[config.mk]
export PLATFORM = sky130hd
export DESIGN_NAME = bcc_calibrator
export DESIGN_NICKNAME = d
export VERILOG_FILES = /design/src/rtl/bcc_pkg.sv /design/src/rtl/bcc_edge_timer.sv /design/src/rtl/bcc_divider.sv /design/src/rtl/bcc_judge.sv /design/src/rtl/bcc_calibrator.sv
export SDC_FILE = /design/constraint.sdc
export NUM_CORES = 2
export LEC_CHECK = 0
export ABC_AREA = 1
export BUFFER_PORTS_ARGS = -buffer_cell sky130_fd_sc_hd__buf_2
export CORE_ASPECT_RATIO = 0.7
export CORE_UTILIZATION = 35
export DETAILED_ROUTE_END_ITERATION = 10
export GPL_TIMING_DRIVEN = 0
export HOLD_SLACK_MARGIN = 0.03
export SLEW_MARGIN = 20
export SYNTH_ARGS = -nofsm -noshare
export SYNTH_HDL_FRONTEND = slang
export SYNTH_HIERARCHICAL = 1
export SYNTH_SLANG_ARGS = --single-unit
[constraint.sdc]
create_clock -name clk -period 6.3 [get_ports clk]
set_input_delay 0.315 -clock clk [delete_from_list [all_inputs] [get_ports clk]]
set_output_delay 0.315 -clock clk [all_outputs]
set_load 0.03 [all_outputs]
[src/rtl/bcc_pkg.sv]
package bcc_pkg;

    localparam int UART_W       = 32;
    localparam int NS_PER_S     = 1_000_000_000;
    localparam int UART_FAST_HZ = 66_666_667;
    localparam int UART_SLOW_HZ = 33_333_333;

    typedef enum logic [1:0] {
        ST_IDLE = 2'd0,
        ST_MEAS = 2'd1,
        ST_DIV  = 2'd2
    } bcc_state_e;

    // nanoseconds per tick for a bus clock of mhz megahertz
    function automatic int tick_ns_for_mhz(input int ticks_per_count, input int mhz);
        return (1000 * ticks_per_count) / mhz;
    endfunction

endpackage

[src/rtl/bcc_edge_timer.sv]
module bcc_edge_timer #(
    parameter int TS_W          = 48,
    parameter int DISCARD_EDGES = 2,
    parameter int MEASURE_EDGES = 256,
    parameter int TIMEOUT_CYC   = 16777216
) (
    input  logic            clk,
    input  logic            rst_n,
    input  logic            go,
    input  logic            wave_in,
    input  logic [TS_W-1:0] ref_count,
    output logic            done_o,
    output logic            timeout_o,
    output logic [TS_W-1:0] span_o
);
    localparam int END_EDGE = DISCARD_EDGES + MEASURE_EDGES;
    localparam int CNT_W    = $clog2(END_EDGE + 1);
    localparam int TO_W     = $clog2(TIMEOUT_CYC + 1);
    localparam logic [CNT_W-1:0] FIRST_AT = CNT_W'(DISCARD_EDGES);
    localparam logic [CNT_W-1:0] LAST_AT  = CNT_W'(END_EDGE);
    localparam logic [TO_W-1:0]  TO_LAST  = TO_W'(TIMEOUT_CYC - 1);

    typedef struct packed {
        logic             active;
        logic             lvl;
        logic             prev;
        logic [CNT_W-1:0] cnt;
        logic [TO_W-1:0]  tmo;
        logic [TS_W-1:0]  t0;
        logic [TS_W-1:0]  span;
        logic             done;
        logic             to;
    } et_t;

    et_t et_d, et_q;
    logic             rise;
    logic [CNT_W-1:0] cnt_inc;

    always_comb begin
        et_d    = et_q;
        et_d.done = 1'b0;
        et_d.to   = 1'b0;
        et_d.lvl  = wave_in;
        rise    = !et_q.prev && et_q.lvl;
        cnt_inc = et_q.cnt + 1'b1;
        if (go) begin
            et_d.active = 1'b1;
            et_d.prev   = 1'b1;
            et_d.cnt    = '0;
            et_d.tmo    = '0;
        end else if (et_q.active) begin
            et_d.prev = et_q.lvl;
            et_d.tmo  = et_q.tmo + 1'b1;
            if (rise) begin
                et_d.cnt = cnt_inc;
                if (cnt_inc == FIRST_AT) begin
                    et_d.t0 = ref_count;
                end
                if (cnt_inc == LAST_AT) begin
                    et_d.span   = ref_count - et_q.t0;
                    et_d.done   = 1'b1;
                    et_d.active = 1'b0;
                end
            end
            if (!et_d.done && et_q.tmo == TO_LAST) begin
                et_d.to     = 1'b1;
                et_d.active = 1'b0;
            end
        end
    end

    always_ff @(posedge clk or negedge rst_n) begin
        if (!rst_n) begin
            et_q      <= '0;
            et_q.lvl  <= 1'b1;
            et_q.prev <= 1'b1;
        end else begin
            et_q <= et_d;
        end
    end

    assign done_o    = et_q.done;
    assign timeout_o = et_q.to;
    assign span_o    = et_q.span;

endmodule

[src/rtl/bcc_divider.sv]
module bcc_divider #(
    parameter int NUM_W = 78,
    parameter int DEN_W = 64
) (
    input  logic             clk,
    input  logic             rst_n,
    input  logic             load,
    input  logic [NUM_W-1:0] num,
    input  logic [DEN_W-1:0] den,
    output logic             done_o,
    output logic [NUM_W-1:0] quo_o
);
    localparam int IT_W = $clog2(NUM_W + 1);
    localparam logic [IT_W-1:0] IT_LAST = IT_W'(NUM_W - 1);

    typedef struct packed {
        logic             run;
        logic [DEN_W:0]   rem;
        logic [NUM_W-1:0] quo;
        logic [IT_W-1:0]  it;
        logic             done;
    } dv_t;

    dv_t dv_d, dv_q;
    logic [DEN_W:0] shifted;
    logic           take;

    always_comb begin
        dv_d = dv_q;
        dv_d.done = 1'b0;
        shifted = {dv_q.rem[DEN_W-1:0], dv_q.quo[NUM_W-1]};
        take    = shifted >= {1'b0, den};
        if (load) begin
            dv_d.run = 1'b1;
            dv_d.rem = '0;
            dv_d.quo = num;
            dv_d.it  = '0;
        end else if (dv_q.run) begin
            dv_d.rem = take ? (shifted - {1'b0, den}) : shifted;
            dv_d.quo = {dv_q.quo[NUM_W-2:0], take};
            dv_d.it  = dv_q.it + 1'b1;
            if (dv_q.it == IT_LAST) begin
                dv_d.run  = 1'b0;
                dv_d.done = 1'b1;
            end
        end
    end

    always_ff @(posedge clk or negedge rst_n) begin
        if (!rst_n) dv_q <= '0;
        else        dv_q <= dv_d;
    end

    assign done_o = dv_q.done;
    assign quo_o  = dv_q.quo;

endmodule

[src/rtl/bcc_judge.sv]
module bcc_judge
    import bcc_pkg::*;
#(
    parameter int NUM_W      = 78,
    parameter int RES_W      = 32,
    parameter int LIMIT_SLOW = 20800,
    parameter int LIMIT_FAST = 6933,
    parameter int DEFAULT_NS = 7878,
    parameter int FAST_BELOW = 10400
) (
    input  logic [NUM_W-1:0]  quo,
    input  logic              force_fail,
    output logic [RES_W-1:0]  period,
    output logic              fail,
    output logic [UART_W-1:0] uart_hz
);
    logic in_range;

    always_comb begin
        in_range = (quo <= NUM_W'(LIMIT_SLOW)) && (quo >= NUM_W'(LIMIT_FAST));
        fail     = force_fail || !in_range;
        period   = fail ? RES_W'(DEFAULT_NS) : quo[RES_W-1:0];
        uart_hz  = (period < RES_W'(FAST_BELOW)) ? UART_W'(UART_FAST_HZ)
                                                 : UART_W'(UART_SLOW_HZ);
    end

endmodule

[src/rtl/bcc_calibrator.sv]
module bcc_calibrator
    import bcc_pkg::*;
#(
    parameter int REF_HZ        = 25_000_000,
    parameter int TS_W          = 48,
    parameter int RES_W         = 32,
    parameter int WAVE_COUNT    = 63,
    parameter int TICK_DIV      = 520,
    parameter int DISCARD_EDGES = 2,
    parameter int MEASURE_EDGES = 256,
    parameter int LOW_MHZ       = 25,
    parameter int HIGH_MHZ      = 75,
    parameter int DEFAULT_MHZ   = 66,
    parameter int FAST_NS       = 20,
    parameter int TIMEOUT_CYC   = 16777216
) (
    input  logic              clk,
    input  logic              rst_n,
    input  logic              start,
    input  logic              wave_in,
    input  logic [TS_W-1:0]   ref_count,
    output logic              busy,
    output logic [RES_W-1:0]  tick_period_ns,
    output logic              cal_fail,
    output logic [UART_W-1:0] uart_clk_hz
);
    localparam int NUM_W      = TS_W + 30;
    localparam int DEN_W      = 64;
    localparam logic [DEN_W-1:0] DEN_VAL =
        64'(MEASURE_EDGES) * 64'(2 * (WAVE_COUNT + 1)) * 64'(REF_HZ);
    localparam int LIMIT_SLOW = tick_ns_for_mhz(TICK_DIV, LOW_MHZ);
    localparam int LIMIT_FAST = tick_ns_for_mhz(TICK_DIV, HIGH_MHZ);
    localparam int DEFAULT_NS = tick_ns_for_mhz(TICK_DIV, DEFAULT_MHZ);
    localparam int FAST_BELOW = FAST_NS * TICK_DIV;

    typedef struct packed {
        bcc_state_e        st;
        logic              busy;
        logic [RES_W-1:0]  period;
        logic              fail;
        logic [UART_W-1:0] uart;
    } top_t;

    top_t tp_d, tp_q;

    logic              et_go, et_done, et_to;
    logic [TS_W-1:0]   et_span;
    logic              dv_load, dv_done;
    logic [NUM_W-1:0]  dv_num, dv_quo;
    logic              jg_force;
    logic [RES_W-1:0]  jg_period;
    logic              jg_fail;
    logic [UART_W-1:0] jg_uart;

    bcc_edge_timer #(
        .TS_W(TS_W), .DISCARD_EDGES(DISCARD_EDGES),
        .MEASURE_EDGES(MEASURE_EDGES), .TIMEOUT_CYC(TIMEOUT_CYC)
    ) u_edge (
        .clk(clk), .rst_n(rst_n), .go(et_go), .wave_in(wave_in),
        .ref_count(ref_count), .done_o(et_done), .timeout_o(et_to),
        .span_o(et_span)
    );

    assign dv_num = NUM_W'(et_span) * NUM_W'(NS_PER_S);

    bcc_divider #(.NUM_W(NUM_W), .DEN_W(DEN_W)) u_div (
        .clk(clk), .rst_n(rst_n), .load(dv_load), .num(dv_num),
        .den(DEN_VAL), .done_o(dv_done), .quo_o(dv_quo)
    );

    bcc_judge #(
        .NUM_W(NUM_W), .RES_W(RES_W), .LIMIT_SLOW(LIMIT_SLOW),
        .LIMIT_FAST(LIMIT_FAST), .DEFAULT_NS(DEFAULT_NS), .FAST_BELOW(FAST_BELOW)
    ) u_judge (
        .quo(dv_quo), .force_fail(jg_force), .period(jg_period),
        .fail(jg_fail), .uart_hz(jg_uart)
    );

    always_comb begin
        tp_d     = tp_q;
        et_go    = 1'b0;
        dv_load  = 1'b0;
        jg_force = (tp_q.st == ST_MEAS);
        case (tp_q.st)
            ST_IDLE: begin
                if (start) begin
                    tp_d.st   = ST_MEAS;
                    tp_d.busy = 1'b1;
                    et_go     = 1'b1;
                end
            end
            ST_MEAS: begin
                if (et_done) begin
                    dv_load = 1'b1;
                    tp_d.st = ST_DIV;
                end else if (et_to) begin
                    tp_d.st     = ST_IDLE;
                    tp_d.busy   = 1'b0;
                    tp_d.period = jg_period;
                    tp_d.fail   = jg_fail;
                    tp_d.uart   = jg_uart;
                end
            end
            ST_DIV: begin
                if (dv_done) begin
                    tp_d.st     = ST_IDLE;
                    tp_d.busy   = 1'b0;
                    tp_d.period = jg_period;
                    tp_d.fail   = jg_fail;
                    tp_d.uart   = jg_uart;
                end
            end
            default: tp_d.st = ST_IDLE;
        endcase
    end

    always_ff @(posedge clk or negedge rst_n) begin
        if (!rst_n) begin
            tp_q.st     <= ST_IDLE;
            tp_q.busy   <= 1'b0;
            tp_q.period <= RES_W'(DEFAULT_NS);
            tp_q.fail   <= 1'b0;
            tp_q.uart   <= UART_W'(UART_FAST_HZ);
        end else begin
            tp_q <= tp_d;
        end
    end

    assign busy           = tp_q.busy;
    assign tick_period_ns = tp_q.period;
    assign cal_fail       = tp_q.fail;
    assign uart_clk_hz    = tp_q.uart;

endmodule

# After elaboration in Yosys (flattened, before gate mapping)
# Index checks and enable logic that the tools add are counted.
op_classes:
  n_addsub: 5
  multipliers: 1
  div_mod_pow: 0
  order_cmp: 4
  n_eq_ne: 14
  shift: 0
  mux: 35
  bitwise: 1
  reduce_logical: 19
ops:
  columns: ["cell", "count"]
  rows:
  - ["2-to-1 mux 97 bit", 3]
  - ["2-to-1 mux 152 bit", 1]
  - ["2-to-1 mux 151 bit", 1]
  - ["2-to-1 mux 68 bit", 2]
  - ["2-to-1 mux 133 bit", 1]
  - ["case mux 65 bit (2 select lines)", 1]
  - ["greater-or-equal comparator 78 x 13 -> 1 bit, second input constant", 1]
  - ["less-or-equal comparator 78 x 15 -> 1 bit, second input constant", 1]
  - ["multiplier 48 x 21 -> 69 bit, second input constant", 1]
  - ["2-to-1 mux 66 bit", 1]
  - ["greater-or-equal comparator 65 x 40 -> 1 bit, second input constant", 1]
  - ["2-to-1 mux 65 bit", 1]
  - ["subtractor 65 x 40 -> 65 bit, second input constant", 1]
  - ["2-to-1 mux 49 bit", 1]
  - ["2-to-1 mux 48 bit", 1]
  - ["subtractor 48 bit", 1]
  - ["2-to-1 mux 35 bit", 1]
  - ["< comparator 32 x 14 -> 1 bit, second input constant", 1]
  - ["2-to-1 mux 32 bit", 1]
  - ["2-to-1 mux 26 bit", 1]
  - ["adder 25 x 1 -> 25 bit, second input constant", 1]
  - ["== test 25 x 24 -> 1 bit, second input constant", 1]
  - ["2-to-1 mux 1 bit", 13]
  - ["!= test 3 bit, second input constant", 4]
  - ["25 further kinds", 37]
totals:
  ff_bits: 354
  latch_bits: 0
  ram_bits: 0
  romBits: 0
  in_bits: 52
  out_inout_bits: 66
  word_cells: 98
  mem_count: 0

# Logic depth before layout (Yosys ltp)
depth:
  word_depth: 11
  depth_mapped: 29
  mapped_depth_nobuf: 28

# By module
# Netlist, hierarchy kept.
modules_own_cells:
  columns: ["mod", "n_inst", "cells_per_inst", "area_per_inst_um2", "seq_area_each_um2"]
  rows:
  - ["bcc_calibrator", 1, 2977, 24885.1, 1729.2]
  - ["bcc_divider", 1, 2242, 13704.4, 3778.6]
  - ["bcc_edge_timer", 1, 1592, 10239.8, 3380.7]
  - ["bcc_judge", 1, 219, 1083.5, 0.0]

# Worst setup path after synthesis
# Ideal clock, no wire load.
synth_timing:
  path_type: "register to register"
  startpoint: "register u_edge.et_q (netlist bit u_edge/span_o[27])"
  endpoint: "register u_div.dv_q (netlist bit u_div/quo_o[73])"
  arrival_time_ns: 5.726
  slack_ns: 0.449
  path_stages_with_launch: 26
  n_path_buf: 1
  period_less_slack_ns: 5.851
  path_cell_list: "dfrtp_1 buf_4 inv_1 fa_1 fa_1 fa_1 fa_1 fa_1 inv_1 fa_1 inv_1 fa_1 inv_1 ha_1 nand2_1 inv_1 nand2_1 inv_1 a21oi_1 nand2_1 a21oi_1 nand2_1 nand2_1 nand2_1 a22oi_1 nand2_1"
synth_via:
  elab_chain_len: 2
synth_lines:
  columns: ["element", "line", "text"]
  rows:
  - ["start: declaration", "bcc_edge_timer.sv:35", "et_t et_d, et_q;"]
  - ["start signal: assignment", "bcc_edge_timer.sv:78", "et_q <= et_d;"]
  - ["multiplier 48 x 21 -> 69 bit", "bcc_calibrator.sv:64", "assign dv_num = NUM_W'(et_span) * NUM_W'(NS_PER_S);"]
  - ["via dv_num[73]", "bcc_calibrator.sv:49", "logic [NUM_W-1:0] dv_num, dv_quo;"]
  - ["2-to-1 mux 151 bit", "bcc_divider.sv:33", "if (load) begin"]
  - ["end signal: assignment", "bcc_divider.sv:51", "else dv_q <= dv_d;"]
  - ["end: declaration", "bcc_divider.sv:24", "dv_t dv_d, dv_q;"]
# The timed path passes the listed nets, and every way through them passes these cells.
# A chain may end at the register's enable or synchronous reset.

# Final worst setup path
layout_timing:
  startpoint: "register u_edge.et_q (netlist bit u_edge/span_o[5])"
  endpoint: "register u_div.dv_q (netlist bit u_div/quo_o[62])"
# Same word-level chain as after synthesis.

==> metrics.csv <==
stage;metric;value;unit
timing;setup_violations;0;
cts;worstSkewPairLatency;0.63;ns
critical_path;startpoint_type;flop;
critical_path;critPathRequiredTime;6.79;ns
critical_path;rr_worst_depth;24;
critical_path;setup.worst_path.start;u_edge/span_o[5]$_DFFE_PN0P_;
synthesis;ys_warn_count;6;
cts;cts_tree;done;
critical_path;reg2reg_to;u_div/quo_o[62]$_DFFE_PN0P_;
synthesis;synth_area_leaders;fa_1 (20%), nand2_1 (17%), dfrtp_1 (17%);
grt;track_usage;0.210;
critical_path;critPathKind;flop to flop;
power;powerDensity;160;mW/mm^2
placed_design;post_dp_cell_area;0.0534;sq mm
timing;worst_clock_skew;0.0230;ns
finish;final_layout_size_suffix_gt1_frac;0.149;
route;detail-route-antenna-nets;0;
cts;root_buffer;clkbuf_16;
critical_path;endpoint_kind;flop;
floorplan;die_w;453;um
timing;fin_hold_ws;0.212;ns
grt;grt.overflow.total;0;
synthesis;synth_edf_count;0;
floorplan;io_pins;118;
synthesis;yosysUniqueCellTypes;55;
synthesis;ys_ff_latch;354;
route;routed_wl;151000;um
synthesis;ys.flop_type;dfrtp_1;
synthesis;synth_common_cells;nand2_1 (2234), inv_1 (1713), fa_1 (490);
hold_path;min_path_type;primary input to asynchronous set/reset pin;
floorplan;row_count;115;
finish;postLayoutCellArea;0.0579;sq mm
grt;grt_pass1_wl;236000;um
placed_design;hpwl;128000;um
route;vias;42790;
route;drc_errors;0;
floorplan;die_h;318;um
grt;grt_max_degree;86;
synthesis;synth_top_area_cell;fa_1;
floorplan;die_area;0.144;sq mm
finish;final_core_util;0.411;
finish;fillCellCount;14635;
finish;nNetsFinal;8428;
timing;max_freq;159;MHz
critical_path;critPathMaxFanout;4;
cts;numCtsBuffers;44;
route;dr.pass1.iters;7;
synthesis;async_flop_share;1.00;
placed_design;gp_congestion;0.989;
run_status;outcome;completed;
placed_design;port_buffers;117;
timing;tightest_slew;1.09;ns
synthesis;netlist_instances;7030;
critical_path;worstSetupEndpoint;u_div/quo_o[62]$_DFFE_PN0P_;
timing;rsz0062_at_grt;true;
cts;cts_buffer_depth;3;
synthesis;syn_avg_cell_area;7.10;sq um
grt;antenna_found_initial;1;
timing;fin_crit;6.28;ns
timing;fin_crit_sh;0.996;
critical_path;cp.arrival;6.77;ns
synthesis;syn-cell-area;0.0499;sq mm
power;power.leakage;32.9;nW
timing;relSlewSlack;0.275;
route;drtIter0Drc;3302;
floorplan;start_util;0.354;
critical_path;r2r_slack;0.02;ns
timing;slew_violations;0;
power;peakVddDrop;0.263;mV
floorplan;core;0.141;sq mm
cts;clk_pin_slew;0.06;ns
route;via_per_inst;4.59;
synthesis;synth_most_common_cell;nand2_1;
synthesis;seq_area_frac_synth;0.178;
synthesis;synth_top_area_frac;0.197;
finish;antenna_cells;0;
cts;cts_sinks;354;
timing;finalHoldViolCount;0;
grt;grt_pass1_vias;41067;
cts;h-tree-depth;2;
finish;syn_to_final_growth;16.1;%
job;max_cap_violations;0;
critical_path;rr_startpoint;u_edge/span_o[5]$_DFFE_PN0P_;
power;power.total;9.25;mW
route;wl_per_cell;16.2;um
## cells in the final DEF, fill, tap and decap left out, drive strengths merged, types with 9 or more instances in the layout
| cell type | instances |
|---|---|
| a21oi | 153 |
| buf | 469 |
| inv | 1728 |
| clkbuf | 111 |
| nor2 | 433 |
| clkinvlp | 13 |
| nand3 | 252 |
| nand4 | 37 |
| conb | 110 |
| xor2 | 38 |
| clkinv | 9 |
| nor3 | 46 |
| dfrtp | 330 |
| a22oi | 52 |
| nor4 | 13 |
| o21ai | 118 |
| o21bai | 16 |
| mux2 | 65 |
| ha | 465 |
| fa | 490 |
| xnor2 | 55 |
| nand2 | 2262 |
| and2 | 10 |
| nand3b | 72 |
| dlygate4sd3 | 50 |
| dfstp | 24 |
## worst max-delay path, stage by stage (launching register included)
cell and delay [ns]:
dfrtp_2 0.51, buf_6 0.15, clkinvlp_4 0.11, fa_1 0.50, fa_1 0.55, fa_2 0.61, fa_2 0.44, fa_1 0.49
inv_1 0.05, fa_1 0.55, inv_1 0.07, fa_1 0.50, inv_2 0.05, ha_4 0.32, nand2_4 0.09, nor2_4 0.11
inv_4 0.06, nor3_4 0.28, nand2_1 0.13, nor2_1 0.12, nand2_2 0.10, nand4_1 0.10, nand2_1 0.09, nand2_1 0.07
nand3_1 0.08
## area by class of cell
cell class                 count  area (sq um)  share of cell area
sequential                   354          8900               0.154
tap                         1872          2340              0.0404
multi-input combinational   4718         34300               0.592
buffer                       325          2510              0.0434
inverter                    1739          6590               0.114
clock inverter                15           215             0.00371
clock buffer                  66          1250              0.0216
timing repair buffer         239          1810              0.0312
## through the flow
stage / setup TNS (ns) / instances / setup slack [ns]
floorplan: 0 / 7136 / 0.449
global placement: -838.87 / 9125 / -2.54
detailed placement: -17.95 / 9129 / -0.554
CTS: -0.00530 / 9279 / -0.00530
global route: -4.00 / 9328 / -0.174
finish: 0 / 9328 / 0.0241
## state kept, by name (all words and copies together) (netlist names)
| name | count |
|---|---|
| uart_clk_hz | 32 |
| u_div/quo_o | 78 |
| busy | 1 |
| tp_q | 2 |
| u_edge/et_q | 85 |
| u_div/done_o | 1 |
| u_div/dv_q | 72 |
| u_edge/timeout_o | 1 |
| u_edge/done_o | 1 |
| tick_period_ns | 32 |
| cal_fail | 1 |
| u_edge/span_o | 48 |
## kinds of logic after synthesis
kind of cell / Yosys count / synth area share
buffers and inverters: 2064 / 0.178
flip-flops: 354 / 0.178
adder cells (fa/ha/maj): 955 / 0.313
AND/OR/NAND/NOR: 3134 / 0.259
AO/OA/AOI/OAI: 361 / 0.0412
other: 4 / 0.000301
XOR/XNOR: 93 / 0.0163
multiplexers: 65 / 0.0147
## how the worst min path moves through the flow
stage,start,endpoint,slack [ns],cells past startpoint
global placement,wave_in,u_edge/et_q[133]$_DFF_PN1_,0.42,1
global route,rst_n,u_div/dv_q[122]$_DFFE_PN0P_,0.25,2
floorplan,rst_n,busy$_DFFE_PN0P_,0.02,0
finish,rst_n,u_div/dv_q[122]$_DFFE_PN0P_,0.21,2
detailed placement,rst_n,u_div/dv_q[124]$_DFFE_PN0P_,0.30,1
CTS,start,busy$_DFFE_PN0P_,0.20,5
## metal layers
layer,track usage,wire [um],up-vias
met5,0,0,-
li1,-,-,21301
met1,0.335,78300,20275
met3,0.0563,13200,93
met4,0.0312,2010,0
met2,0.281,57600,1121
## power breakdown
group	switching, mW	internal (mW)
sequential	0.162	2.58
combinational	2.52	1.36
clock	1.08	1.55
total	3.76	5.49
## repair_timing
item	in CTS	in global routing
gates resized for setup	147	373
setup buffers	19	49
endpoints found under the setup margin	47	48
hold buffers	50	0
hold endpoints to repair	114	0
pin swaps	41	245
(Power assumes the default switching activity.)
